## config.mk

```make
export PLATFORM = sky130hd
export DESIGN_NAME = tmr_pair_top
export DESIGN_NICKNAME = d
export VERILOG_FILES = /design/src/rtl/tmr_pkg.sv /design/src/rtl/tmr_tick_src.sv /design/src/rtl/tmr_chan.sv /design/src/rtl/tmr_pair_top.sv
export SDC_FILE = /design/constraint.sdc
export NUM_CORES = 1
export LEC_CHECK = 0
export ABC_AREA = 1
export BUFFER_PORTS_ARGS = -buffer_cell sky130_fd_sc_hd__buf_2
export CORE_ASPECT_RATIO = 1.5
export CORE_MARGIN = 3
export CORE_UTILIZATION = 55
export CTS_BUF_LIST = sky130_fd_sc_hd__clkbuf_4 sky130_fd_sc_hd__clkbuf_8
export DETAILED_ROUTE_END_ITERATION = 16
export GPL_ROUTABILITY_DRIVEN = 0
export PLACE_DENSITY = 0.73
export SLEW_MARGIN = 0
export SYNTH_ARGS = -nofsm -noshare
export SYNTH_HDL_FRONTEND = slang
export SYNTH_SLANG_ARGS = --single-unit
```

## constraint.sdc

```tcl
create_clock -name clk -period 3.7 [get_ports clk]
set_input_delay 0.74 -clock clk [delete_from_list [all_inputs] [get_ports clk]]
set_output_delay 0.74 -clock clk [all_outputs]
set_load 0.05 [all_outputs]
```

## src/rtl/tmr_pkg.sv

```systemverilog
package tmr_pkg;
  typedef enum logic [1:0] {
    M_13     = 2'd0,
    M_16     = 2'd1,
    M_RELOAD = 2'd2,
    M_SPLIT  = 2'd3
  } tmode_e;

  typedef struct packed {
    logic   gate;
    logic   ext_sel;
    tmode_e mode;
  } chcfg_t;

  localparam logic [2:0] A_CTRL = 3'd0;
  localparam logic [2:0] A_CFG  = 3'd1;
  localparam logic [2:0] A_LO0  = 3'd2;
  localparam logic [2:0] A_HI0  = 3'd3;
  localparam logic [2:0] A_LO1  = 3'd4;
  localparam logic [2:0] A_HI1  = 3'd5;
endpackage

```

## src/rtl/tmr_tick_src.sv

```systemverilog
module tmr_tick_src #(
  parameter int DIV = 12,
  parameter int NCH = 2
) (
  input  logic           clk,
  input  logic           rst,
  input  logic [NCH-1:0] ext_in,
  input  logic [NCH-1:0] gate_in,
  output logic           tick,
  output logic [NCH-1:0] ext_evt,
  output logic [NCH-1:0] gate_ok
);
  localparam int PW = $clog2(DIV);
  localparam logic [PW-1:0] PMAX = PW'(DIV - 1);

  logic [PW-1:0] pre_q;

  always_ff @(posedge clk) begin
    if (rst)               pre_q <= '0;
    else if (pre_q == PMAX) pre_q <= '0;
    else                   pre_q <= pre_q + 1'b1;
  end

  assign tick = (pre_q == PMAX);

  for (genvar i = 0; i < NCH; i++) begin : g_sync
    logic s1_q, s2_q, s3_q, pend_q;
    logic g1_q, g2_q;
    logic fall;

    assign fall = s3_q & ~s2_q;

    always_ff @(posedge clk) begin
      if (rst) begin
        s1_q   <= 1'b1;
        s2_q   <= 1'b1;
        s3_q   <= 1'b1;
        pend_q <= 1'b0;
        g1_q   <= 1'b0;
        g2_q   <= 1'b0;
      end else begin
        s1_q   <= ext_in[i];
        s2_q   <= s1_q;
        s3_q   <= s2_q;
        pend_q <= fall | (pend_q & ~tick);
        g1_q   <= gate_in[i];
        g2_q   <= g1_q;
      end
    end

    assign ext_evt[i] = pend_q & tick;
    assign gate_ok[i] = g2_q;

    AST_EVT_SPACED: assert property (@(posedge clk) disable iff (rst)
      ext_evt[i] |=> !ext_evt[i]);
  end

  AST_TICK_SPACED: assert property (@(posedge clk) disable iff (rst)
    tick |=> !tick);
endmodule

```

## src/rtl/tmr_chan.sv

```systemverilog
module tmr_chan
  import tmr_pkg::*;
#(
  parameter int W         = 8,
  parameter int PRE_W     = 5,
  parameter bit HAS_SPLIT = 1'b0
) (
  input  logic         clk,
  input  logic         rst,
  input  chcfg_t       cfg,
  input  logic         run,
  input  logic         free_run,
  input  logic         run_hi,
  input  logic         tick,
  input  logic         ext_evt,
  input  logic         gate_ok,
  input  logic         wr_lo,
  input  logic         wr_hi,
  input  logic [W-1:0] wdata,
  output logic [W-1:0] lo_q,
  output logic [W-1:0] hi_q,
  output logic         ovf,
  output logic         ovf_hi
);
  localparam logic [W-1:0]     ALL1    = '1;
  localparam logic [PRE_W-1:0] PRE_MAX = '1;

  logic         src, go;
  logic [W-1:0] lo_n, hi_n;

  assign src = cfg.ext_sel ? ext_evt : tick;
  assign go  = (run | free_run) & (~cfg.gate | gate_ok) & src;

  always_comb begin
    lo_n   = lo_q;
    hi_n   = hi_q;
    ovf    = 1'b0;
    ovf_hi = 1'b0;
    case (cfg.mode)
      M_13: begin
        if (go) begin
          if (lo_q[PRE_W-1:0] == PRE_MAX) begin
            lo_n[PRE_W-1:0] = '0;
            hi_n            = hi_q + 1'b1;
            ovf             = (hi_q == ALL1);
          end else begin
            lo_n[PRE_W-1:0] = lo_q[PRE_W-1:0] + 1'b1;
          end
        end
      end
      M_16: begin
        if (go) begin
          {hi_n, lo_n} = {hi_q, lo_q} + 1'b1;
          ovf          = (hi_q == ALL1) && (lo_q == ALL1);
        end
      end
      M_RELOAD: begin
        if (go) begin
          if (lo_q == ALL1) begin
            lo_n = hi_q;
            ovf  = 1'b1;
          end else begin
            lo_n = lo_q + 1'b1;
          end
        end
      end
      default: begin
        if (HAS_SPLIT) begin
          if (go) begin
            lo_n = lo_q + 1'b1;
            ovf  = (lo_q == ALL1);
          end
          if (tick && run_hi) begin
            hi_n   = hi_q + 1'b1;
            ovf_hi = (hi_q == ALL1);
          end
        end
      end
    endcase
  end

  always_ff @(posedge clk) begin
    if (rst) begin
      lo_q <= '0;
      hi_q <= '0;
    end else begin
      lo_q <= wr_lo ? wdata : lo_n;
      hi_q <= wr_hi ? wdata : hi_n;
    end
  end

  AST_WRITE_WINS_LO: assert property (@(posedge clk) disable iff (rst)
    wr_lo |=> lo_q == $past(wdata));
  AST_WRITE_WINS_HI: assert property (@(posedge clk) disable iff (rst)
    wr_hi |=> hi_q == $past(wdata));
  AST_RELOAD_FROM_HI: assert property (@(posedge clk) disable iff (rst)
    (cfg.mode == M_RELOAD && go && lo_q == ALL1 && !wr_lo) |=> lo_q == $past(hi_q));
  AST_M13_UPPER_KEPT: assert property (@(posedge clk) disable iff (rst)
    (cfg.mode == M_13 && !wr_lo) |=> lo_q[W-1:PRE_W] == $past(lo_q[W-1:PRE_W]));

  if (!HAS_SPLIT) begin : g_halt_chk
    AST_HALT_HOLDS: assert property (@(posedge clk) disable iff (rst)
      (cfg.mode == M_SPLIT && !wr_lo && !wr_hi) |=> ($stable(lo_q) && $stable(hi_q)));
  end
endmodule

```

## src/rtl/tmr_pair_top.sv

```systemverilog
module tmr_pair_top
  import tmr_pkg::*;
#(
  parameter int DIV   = 12,
  parameter int PRE_W = 5
) (
  input  logic       clk,
  input  logic       rst,
  input  logic [2:0] reg_addr,
  input  logic       reg_wr,
  input  logic [7:0] reg_wdata,
  output logic [7:0] reg_rdata,
  input  logic [1:0] ext_pulse,
  input  logic [1:0] gate_pin,
  output logic [1:0] ovf_flag,
  output logic       baud_ovf
);
  localparam int NCH = 2;
  localparam int W   = 8;

  logic [W-1:0]   cfg_q;
  logic [NCH-1:0] run_q, flag_q, flag_set;
  logic [NCH-1:0] ext_evt, gate_ok, ovf_m, ovf_h;
  logic           tick, split0, wr_ctrl;
  logic [W-1:0]   lo [NCH];
  logic [W-1:0]   hi [NCH];
  chcfg_t         cfg [NCH];

  tmr_tick_src #(.DIV(DIV), .NCH(NCH)) u_tick (
    .clk     (clk),
    .rst     (rst),
    .ext_in  (ext_pulse),
    .gate_in (gate_pin),
    .tick    (tick),
    .ext_evt (ext_evt),
    .gate_ok (gate_ok)
  );

  assign split0  = (cfg[0].mode == M_SPLIT);
  assign wr_ctrl = reg_wr && (reg_addr == A_CTRL);

  for (genvar i = 0; i < NCH; i++) begin : g_ch
    logic wr_lo, wr_hi;
    assign cfg[i] = chcfg_t'(cfg_q[4*i +: 4]);
    assign wr_lo  = reg_wr && (reg_addr == A_LO0 + 3'(2*i));
    assign wr_hi  = reg_wr && (reg_addr == A_HI0 + 3'(2*i));

    tmr_chan #(.W(W), .PRE_W(PRE_W), .HAS_SPLIT(i == 0)) u_ch (
      .clk      (clk),
      .rst      (rst),
      .cfg      (cfg[i]),
      .run      (run_q[i]),
      .free_run ((i == 1) && split0),
      .run_hi   (run_q[1]),
      .tick     (tick),
      .ext_evt  (ext_evt[i]),
      .gate_ok  (gate_ok[i]),
      .wr_lo    (wr_lo),
      .wr_hi    (wr_hi),
      .wdata    (reg_wdata),
      .lo_q     (lo[i]),
      .hi_q     (hi[i]),
      .ovf      (ovf_m[i]),
      .ovf_hi   (ovf_h[i])
    );

    always_ff @(posedge clk) begin
      if (rst) begin
        flag_q[i] <= 1'b0;
        run_q[i]  <= 1'b0;
      end else begin
        flag_q[i] <= flag_set[i] | (flag_q[i] & ~(wr_ctrl & ~reg_wdata[2*i+1]));
        if (wr_ctrl) run_q[i] <= reg_wdata[2*i];
      end
    end

    AST_FLAG_ON_OVF: assert property (@(posedge clk) disable iff (rst)
      flag_set[i] |=> flag_q[i]);
  end

  assign flag_set[0] = ovf_m[0];
  assign flag_set[1] = (split0 ? ovf_h[0] : ovf_m[1]) | ovf_h[1];

  always_ff @(posedge clk) begin
    if (rst) begin
      cfg_q     <= '0;
      reg_rdata <= '0;
      baud_ovf  <= 1'b0;
    end else begin
      if (reg_wr && reg_addr == A_CFG) cfg_q <= reg_wdata;
      baud_ovf <= ovf_m[1];
      case (reg_addr)
        A_CTRL:  reg_rdata <= {4'b0, flag_q[1], run_q[1], flag_q[0], run_q[0]};
        A_CFG:   reg_rdata <= cfg_q;
        A_LO0:   reg_rdata <= lo[0];
        A_HI0:   reg_rdata <= hi[0];
        A_LO1:   reg_rdata <= lo[1];
        A_HI1:   reg_rdata <= hi[1];
        default: reg_rdata <= '0;
      endcase
    end
  end

  assign ovf_flag = flag_q;

  AST_SPLIT_NO_CH1_FLAG: assert property (@(posedge clk) disable iff (rst)
    (split0 && !ovf_h[0] && !flag_q[1] && !wr_ctrl) |=> !flag_q[1]);
endmodule

```

# Word level (Yosys, flattened, before mapping)
# Cells that the tools add are included.
# totals
word_cells	164
in_bits	18
register_bits	69
output_inout_bits	11
# classes
n_bitwise	30
mux	47
eq_ne	28
n_addsub	9
n_reduce_logical	24
# op_table
cell	n
two-way mux 8 bit	18
case mux 8 bit (6 select lines)	1
adder 16 x 1 -> 16 bit, second input constant	2
adder 8 x 1 -> 8 bit, second input constant	4
== test 8 bit, second input constant	4
case mux 5 bit (3 select lines)	2
!= test 3 x 1 -> 1 bit, second input constant	9
case mux 8 bit (3 select lines)	1
two-way mux 5 bit	4
two-way mux 1 bit	16
case mux 8 bit (2 select lines)	1
bitwise AND 1 bit	14
adder 5 x 1 -> 5 bit, second input constant	2
== test 5 bit, second input constant	2
logical AND 1 bit	9
inverter 1 bit	9
case mux 3 bit (3 select lines)	1
AND reduction 4 bit	2
nonzero test 4 bit	2
OR 1 bit	7
== test 2 bit, second input constant	3
== test 3 x 2 -> 1 bit, second input constant	2
== test 3 bit, second input constant	2
case mux 1 bit (3 select lines)	2
15 further kinds	19

# Logic depth before layout (Yosys ltp)
# Gate-level depths: netlist of run 1.
# logic_depth
depth_word	8
mapped_depth	13
depth_no_buf	13

# Hierarchy
# From an unflattened synthesis of run 1, not the netlist that was laid out.
# hier_totals
hier_cells	752
area_unflattened_um2	4829.6
# by_module_without_submodules
module	instances	cells_per_inst	area_per_inst_um2	seq_area_each_um2
tmr_chan (g_ch[0].u_ch)	1	268	1575.3	320.3
tmr_chan (g_ch[1].u_ch)	1	244	1496.4	320.3
tmr_pair_top	1	178	1208.7	420.4
tmr_tick_src	1	62	549.3	320.3

# Least setup slack after synthesis of run 1
# Ideal clock, no wire load.
# synth_timing
path_kind	in2reg
start	in reg_addr[2]
end	reg g_ch[0].u_ch.lo_q[5]
t_required_ps	3572
setup_ps	128
path_slack_ps	1879
n_path_buf	2
arrival_time_ps	1693
cell_stages	10
path_cell_list	buf_2 -> nor2_4 -> nand3_2 -> buf_6 -> nand2_4 -> o21ai_2 -> nand2_1 -> nand2_1 -> a21oi_1 -> nor2_1
# synth_between
elab_chain_len	4
elab_cells_between_ends	6
# synth_lines
item	line	text
from (decl)	tmr_pair_top.sv:9	input logic [2:0] reg_addr,
== test 3 x 2 -> 1 bit *	tmr_pair_top.sv:45	assign wr_lo = reg_wr && (reg_addr == A_LO0 + 3'(2*i));
logical AND 1 bit *	tmr_pair_top.sv:45	
!= test 2 x 1 -> 1 bit (no line) / nonzero test 2 bit (equally long branches)	--	
AND reduction 2 bit (no line)	--	
to (signal assigned)	tmr_chan.sv:87	lo_q <= wr_lo ? wdata : lo_n;
to (decl)	tmr_chan.sv:20	output logic [W-1:0] lo_q,
# Mark *: on every way between the ends. The rest lies on a longest branch, timed or not.
# A chain may end at the register's enable or synchronous reset.

# Worst setup path in the final report of run 1
# layout_timing
start	reg g_ch[1].u_ch.lo_q[0]
end	reg g_ch[1].u_ch.hi_q[3]
# layout_between
elab_chain_len	4
elab_cells_between_ends	7
# layout_lines
item	line	text
from (decl)	tmr_chan.sv:20	
from (signal assigned)	tmr_chan.sv:87	
adder 16 x 1 -> 16 bit	tmr_chan.sv:53	{hi_n, lo_n} = {hi_q, lo_q} + 1'b1;
two-way mux 8 bit	tmr_chan.sv:52	if (go) begin
case mux 8 bit (2 select lines)	tmr_chan.sv:39	case (cfg.mode)
two-way mux 8 bit	tmr_chan.sv:88	hi_q <= wr_hi ? wdata : hi_n;
to (signal assigned)	tmr_chan.sv:88	
to (decl)	tmr_chan.sv:21	output logic [W-1:0] hi_q,
# Several ways; a longest one is shown, not always the timed one. The select of a mux whose other input is x is not followed.

==> impl_metrics.ini, run 1 <==
[synth]
ys_ff_latch = 69
synthCells = 712
syn-num-nets = 746
ys_seq_area_share_pct = 30.4
yosys_warnings = 0
synthesis.area_per_instance_um2 = 6.38
synthDistinctLibCells = 39
syn-cell-area_mm2 = 0.00454

[clock_network]
clock_latency_ps = 360
cts.sinks = 69
post_cts_buffers = 0
cts.path.max_buffers = 2
cts_tree = done
cts_root_buffer = clkbuf_8
h-tree-depth = 3
hold_buffers = 0
numCtsBuffers = 9
path_clk_slew_ps = 80
cts_resized = 0

[route]
routed_via_density = 5.70
drtIter0Drc = 408
wire_per_inst_um = 16.5
drtPass1Iterations = 5
wirelength_mm = 14.0
drc = 0
vias = 4826
ant_nets = 0

[setup_path]
path_class = reg -> reg
crit_end = g_ch[1].u_ch.hi_q[3]
rr_startpoint = g_ch[1].u_ch.lo_q[0]
crit_fanout = 7
arrival_ps = 2380
r2r-end = g_ch[1].u_ch.hi_q[3]
cp-end-kind = flop
r2r_slack_ps = 1600
critPathMaxStageDelay_ps = 420
reg2reg_depth = 10
worstSetupStartpoint = g_ch[1].u_ch.lo_q[0]
critPathSlowestCell = dfxtp_1
critPathLaunchType = flop
cp_cell_sequence = ha_1 > nand2_1 > nor2_4 > ha_1 > inv_1 > a21oi_1 > nand3_2 > nor2_4 > nand3_1 > a21oi_1
cp.required_ps = 3980

[worst_hold_path]
hp-start = u_tick.g_sync[1].g1_q
hold_class = reg -> reg

[global_routing]
grt_max_degree = 46
grt_use_total_pct = 30.7
grt_pass1_wl_mm = 22.4
overflow = 0
grt_antenna_before_repair = 0
grt_pass1_vias = 4554

[cells_and_area]
fin_util_pct = 61.8
synthToLayoutAreaGrowth_pct = 8.81
drive_gt1_share_pct = 12.6
antenna_cells = 0
final_cell_mix = 167 x nand2_1, 101 x inv_1, 77 x nor2_1
fin_nets = 770
stdcell_area_mm2 = 0.00494
layout_commonest_cell = nand2_1

[run_status]
status = complete, no violations

[floorplanning]
die_area_mm2 = 0.00941
die-width_um = 80.2
core_area_mm2 = 0.00801
start_util_pct = 56.7
io_pins = 29
rows = 40
die_h_um = 117

[job]
maxCapViolCount = 0

[sta]
hold_violations = 0
fmax_mhz = 476
period_share_pct = 56.8
setup_ws_ps = 1600
maxSlewHeadroom_pct = 58.3
setup_tns_ps = 0
rsz0062_at_grt = no
tightestPinTransition_ps = 625
finalSetupViolations = 0
post-route-min-period_ps = 2100
clock_skew_ps = 12.3
report.final.slew_viol_count = 0

[power]
irDropWorstVdd_mv = 0.223
p_total_mw = 1.62
p_per_area_mw_per_mm2 = 328
leakage_nw = 2.24

[placed_design]
dpl-instance-area_mm2 = 0.00474
dp_slack_ps = 1530
dp_hpwl_mm = 10.6
io_buffers = 28
==> synth_stat cells <==
cell type / instances / area share (%)
buf_6: 3 / 0.74
nand3b_1: 2 / 0.33
xnor2_1: 1 / 0.19
nand2_2: 6 / 0.83
nand3_1: 65 / 7.2
and3_1: 1 / 0.14
nand2_1: 167 / 14
ha_1: 16 / 4.4
inv_1: 101 / 8.3
buf_2: 4 / 0.44
nor2_1: 77 / 6.4
xor2_1: 9 / 1.7
nor2_2: 5 / 0.69
inv_2: 9 / 0.74
a211oi_1: 4 / 0.66
o22ai_2: 1 / 0.28
nor2_4: 6 / 1.5
o211ai_1: 2 / 0.33
a21boi_0: 1 / 0.17
o221ai_1: 2 / 0.39
nor3_1: 7 / 0.77
o31ai_1: 1 / 0.17
nor2_8: 2 / 0.88
nor4_1: 1 / 0.14
o21ai_0: 41 / 4.5
o22ai_1: 12 / 1.7
nand3_2: 4 / 0.88
dfxtp_1: 69 / 30
a21oi_1: 46 / 5.1
a221oi_1: 1 / 0.19
nand4_1: 9 / 1.2
inv_4: 1 / 0.14
nand2_4: 4 / 0.99
clkbuf_1: 9 / 0.74
or2_2: 9 / 1.2
nor2b_1: 1 / 0.14
a31oi_1: 5 / 0.69
o21ai_2: 1 / 0.19
o21ai_1: 7 / 0.77
==> how the worst min path moves through the flow <==
stage,to,slack (ps),cells after the start
floorplan,u_tick.g_sync[0].g2_q,390,2
global placement,u_tick.g_sync[1].g2_q,390,2
detailed placement,u_tick.g_sync[1].g2_q,400,2
CTS,u_tick.g_sync[1].g2_q,410,2
global route,u_tick.g_sync[1].g2_q,420,2
finish,u_tick.g_sync[1].g2_q,410,2
==> routing by layer <==
| layer | GRT usage (%) | up-vias | share of wire, % |
|---|---|---|---|
| met5 | 0 | - | 0 |
| met4 | 20.8 | 0 | 7.2 |
| met3 | 6.07 | 77 | 5.7 |
| met2 | 52.0 | 205 | 50 |
| met1 | 33.5 | 2200 | 37 |
| li1 | - | 2344 | - |
==> cell families (layout without fill, tap and decap cells) <==
family	count (synthesis)	count (layout)	share of synthesized area (%)
compound gates	124	124	15.1
simple gates	366	366	37.1
flops	69	69	30.4
xor+xnor	10	10	1.93
fa+ha+maj	16	16	4.41
buf+inv	127	156	11.2
==> report_power, final <==
part / switching (mW) / leakage (nW) / internal [mW] / total (mW)
Combinational: 0.127 / 1.58 / 0.0515 / 0.178
Sequential: 0.0193 / 0.561 / 0.763 / 0.783
Clock: 0.326 / 0.0991 / 0.334 / 0.660
Total: 0.472 / 2.24 / 1.15 / 1.62
==> sequential cells by signal, summed over array words and instances, names as in the netlist, 4 cells and up <==
name,count
g_ch.u_ch.hi_q,16
reg_rdata,8
g_ch.u_ch.lo_q,16
cfg_q,8
u_tick.pre_q,4
==> worst max-delay path: cells and delay by family (launching register included) <==
| kind | cells | cell delay [ps] |
|---|---|---|
| and+or+nand+nor | 5 | 840 |
| AOI/OAI and AO/OA | 2 | 290 |
| adders and majority gates | 2 | 420 |
| DFF | 1 | 420 |
| buffers and inverters | 1 | 50 |
==> layout make-up <==
class,count,area [um2]
Fill cell,792,3060
Multi-Input combinational cell,516,2660
Sequential cell,69,1380
Inverter,111,419
Timing Repair Buffer,29,148
Clock buffer,10,138
Tap cell,105,131
Clock inverter,6,71.3
==> metrics by stage <==
stage | hold WS, ps | std cells
global placement | 391 | 830
floorplan | 388 | 712
global route | 419 | 846
finish | 410 | 846
detailed placement | 400 | 830
CTS | 411 | 846
Power figures use the tool's default switching activity.
==> run 2: changes to the inputs <==
- PLACE_DENSITY: 0.73 -> 0.76
- clock period: 3.7 -> 1.89 ns (I/O delays scaled with it)
==> run 2 against run 1 <==
Effect of this change:
- critical path type unchanged
- highest routed layer unchanged
- sequential cell count unchanged
- critical path depth up 3
- cell count up 2.4%
- worst hold slack worse by 220 ps
==> impl_metrics.ini, run 2 (synthesis gave the netlist of run 1 again) <==
[power]
irDropWorstVdd_mv = 0.368
p_total_mw = 3.44
p_per_area_mw_per_mm2 = 654
leakage_nw = 2.37

[clock_network]
hold_buffers = 0
cts_tree = done
clock_latency_ps = 370
cts_root_buffer = clkbuf_8
numCtsBuffers = 9
cts.path.max_buffers = 2
path_clk_slew_ps = 80
cts.sinks = 69
h-tree-depth = 3

[floorplanning]
core_area_mm2 = 0.00801
rows = 40
die_area_mm2 = 0.00941
io_pins = 29
die-width_um = 80.2
die_h_um = 117
start_util_pct = 56.7

[sta]
clock_skew_ps = 14.5
hold_violations = 0
period_share_pct = 96.3
tightestPinTransition_ps = 634
finalSetupViolations = 0
rsz0062_at_grt = yes
post-route-min-period_ps = 1820
fmax_mhz = 550
report.final.slew_viol_count = 0
maxSlewHeadroom_pct = 57.7

[global_routing]
grt_util_met2_pct = 51.0
grt_max_degree = 29
grt_util_met1_pct = 32.7
grt_pass1_vias = 4722
gr-max-usage-layer = met2
grt_pass1_wl_mm = 22.2
overflow = 0
grt_antenna_before_repair = 0
gr-usage-met3_pct = 5.91
grt_use_total_pct = 30.5

[setup_path]
crit_family = simple AND/OR/NAND/NOR gates
crit_fanout = 7
critPathMaxStageDelay_ps = 370
path_class = reg -> reg
critPathBufInv = 1
cp-end-kind = flop
critPathSlowestCell = dfxtp_2
arrival_ps = 2070
cp.required_ps = 2140
cp_cell_sequence = ha_4 > nand2_4 > nor2_4 > ha_2 > inv_1 > nand2_2 > nand2_1 > a21oi_2 > nand2_2 > nand2_2 > o21ai_0 > nor2_1 > nor2_1
critPathLaunchType = flop
cp_common_cell = nand2_2

[route]
routed_via_density = 5.73
drtIter0Drc = 329
drtPass1Iterations = 5
drc = 0
vias = 4964
wire_per_inst_um = 16.3
ant_nets = 0
wirelength_mm = 14.1

[cells_and_area]
top_regs = g_ch.u_ch.hi_q x16, g_ch.u_ch.lo_q x16
layout_commonest_cell = nand2_1
fin_util_pct = 65.7
fin_nets = 790
multiInputGateArea_mm2 = 0.00278
final_cell_mix = 162 x nand2_1, 99 x inv_1, 75 x nor2_1
synthToLayoutAreaGrowth_pct = 15.8
antenna_cells = 0
n_fill_cell = 711
seq_area_mm2 = 0.00139
drive_gt1_share_pct = 18.8

[worst_hold_path]
hold_class = in -> reg

[placed_design]
io_buffers = 28
dp_hpwl_mm = 10.6

[job]
maxCapViolCount = 0

[run_status]
status = complete, no violations
run 2: cell types whose count changed in the layout (fill, tap and decap cells not counted), moves of 3 or more:
cell / delta
nand3_1: -3
nand2_2: +4
nand2_1: -5
ha_4: +3
buf_4: +20
a21oi_2: +3
dfxtp_1: -6
a21oi_1: -4
ha_2: +4
ha_1: -7
dfxtp_2: +6
run 2: power breakdown:
group	internal (mW)	switching [mW]	leakage, nW
Sequential	1.50	0.0336	0.564
Combinational	0.119	0.263	1.68
Clock	0.886	0.643	0.124
run 2: per-stage QoR:
stage	std cells	setup TNS, ps	hold slack (ps)	instance area (um2)	setup WS [ps]
finish	866	0	194	5260	70.4
global route	866	-87.2	190	5260	-29.4
CTS	863	0	183	5110	21.8
detailed placement	847	-10.8	398	4860	-6.01
global placement	847	0	392	4860	64.2
floorplan	712	0	388	4540	87.8
run 2: final timing paths:
kind,start,end,slack (ps),depth (start not counted)
worst max-delay path,g_ch[0].u_ch.lo_q[0],g_ch[0].u_ch.hi_q[2],70,13
worst max register to register,g_ch[0].u_ch.lo_q[0],g_ch[0].u_ch.hi_q[2],70,13
worst min-delay path,ext_pulse[1],u_tick.g_sync[1].s1_q,190,2
worst min register to register,u_tick.g_sync[1].g1_q,u_tick.g_sync[1].g2_q,410,2
run 2: what timing repair did:
action / in CTS / in global routing
buffers inserted: 0 / 3
resized for setup: 1 / 38
pin swaps: 0 / 10
setup endpoints to repair: 3 / 23
run 2: worst reg2reg max path, delay by kind of cell (launching register included):
kind                     cells  cell delay, ps
AND/OR/NAND/NOR              8             730
AO/OA/AOI/OAI                2             230
flip-flops                   1             370
buffers and inverters        1              50
adder cells (fa/ha/maj)      2             330
run 2: area by class of cell:
| type | instances | area share [%] |
|---|---|---|
| Clock buffer | 9 | 2.35 |
| Tap cell | 105 | 2.50 |
| Inverter | 111 | 7.97 |
| Clock inverter | 7 | 2.31 |
| Multi-Input combinational cell | 516 | 52.8 |
| Timing Repair Buffer | 49 | 5.66 |
| Sequential cell | 69 | 26.4 |
run 2: routing by layer:
metal,part of all wire [%],vias up
li1,-,2382
met1,36,2238
met2,49,251
met3,7.0,93
met4,8.2,0
met5,0,-
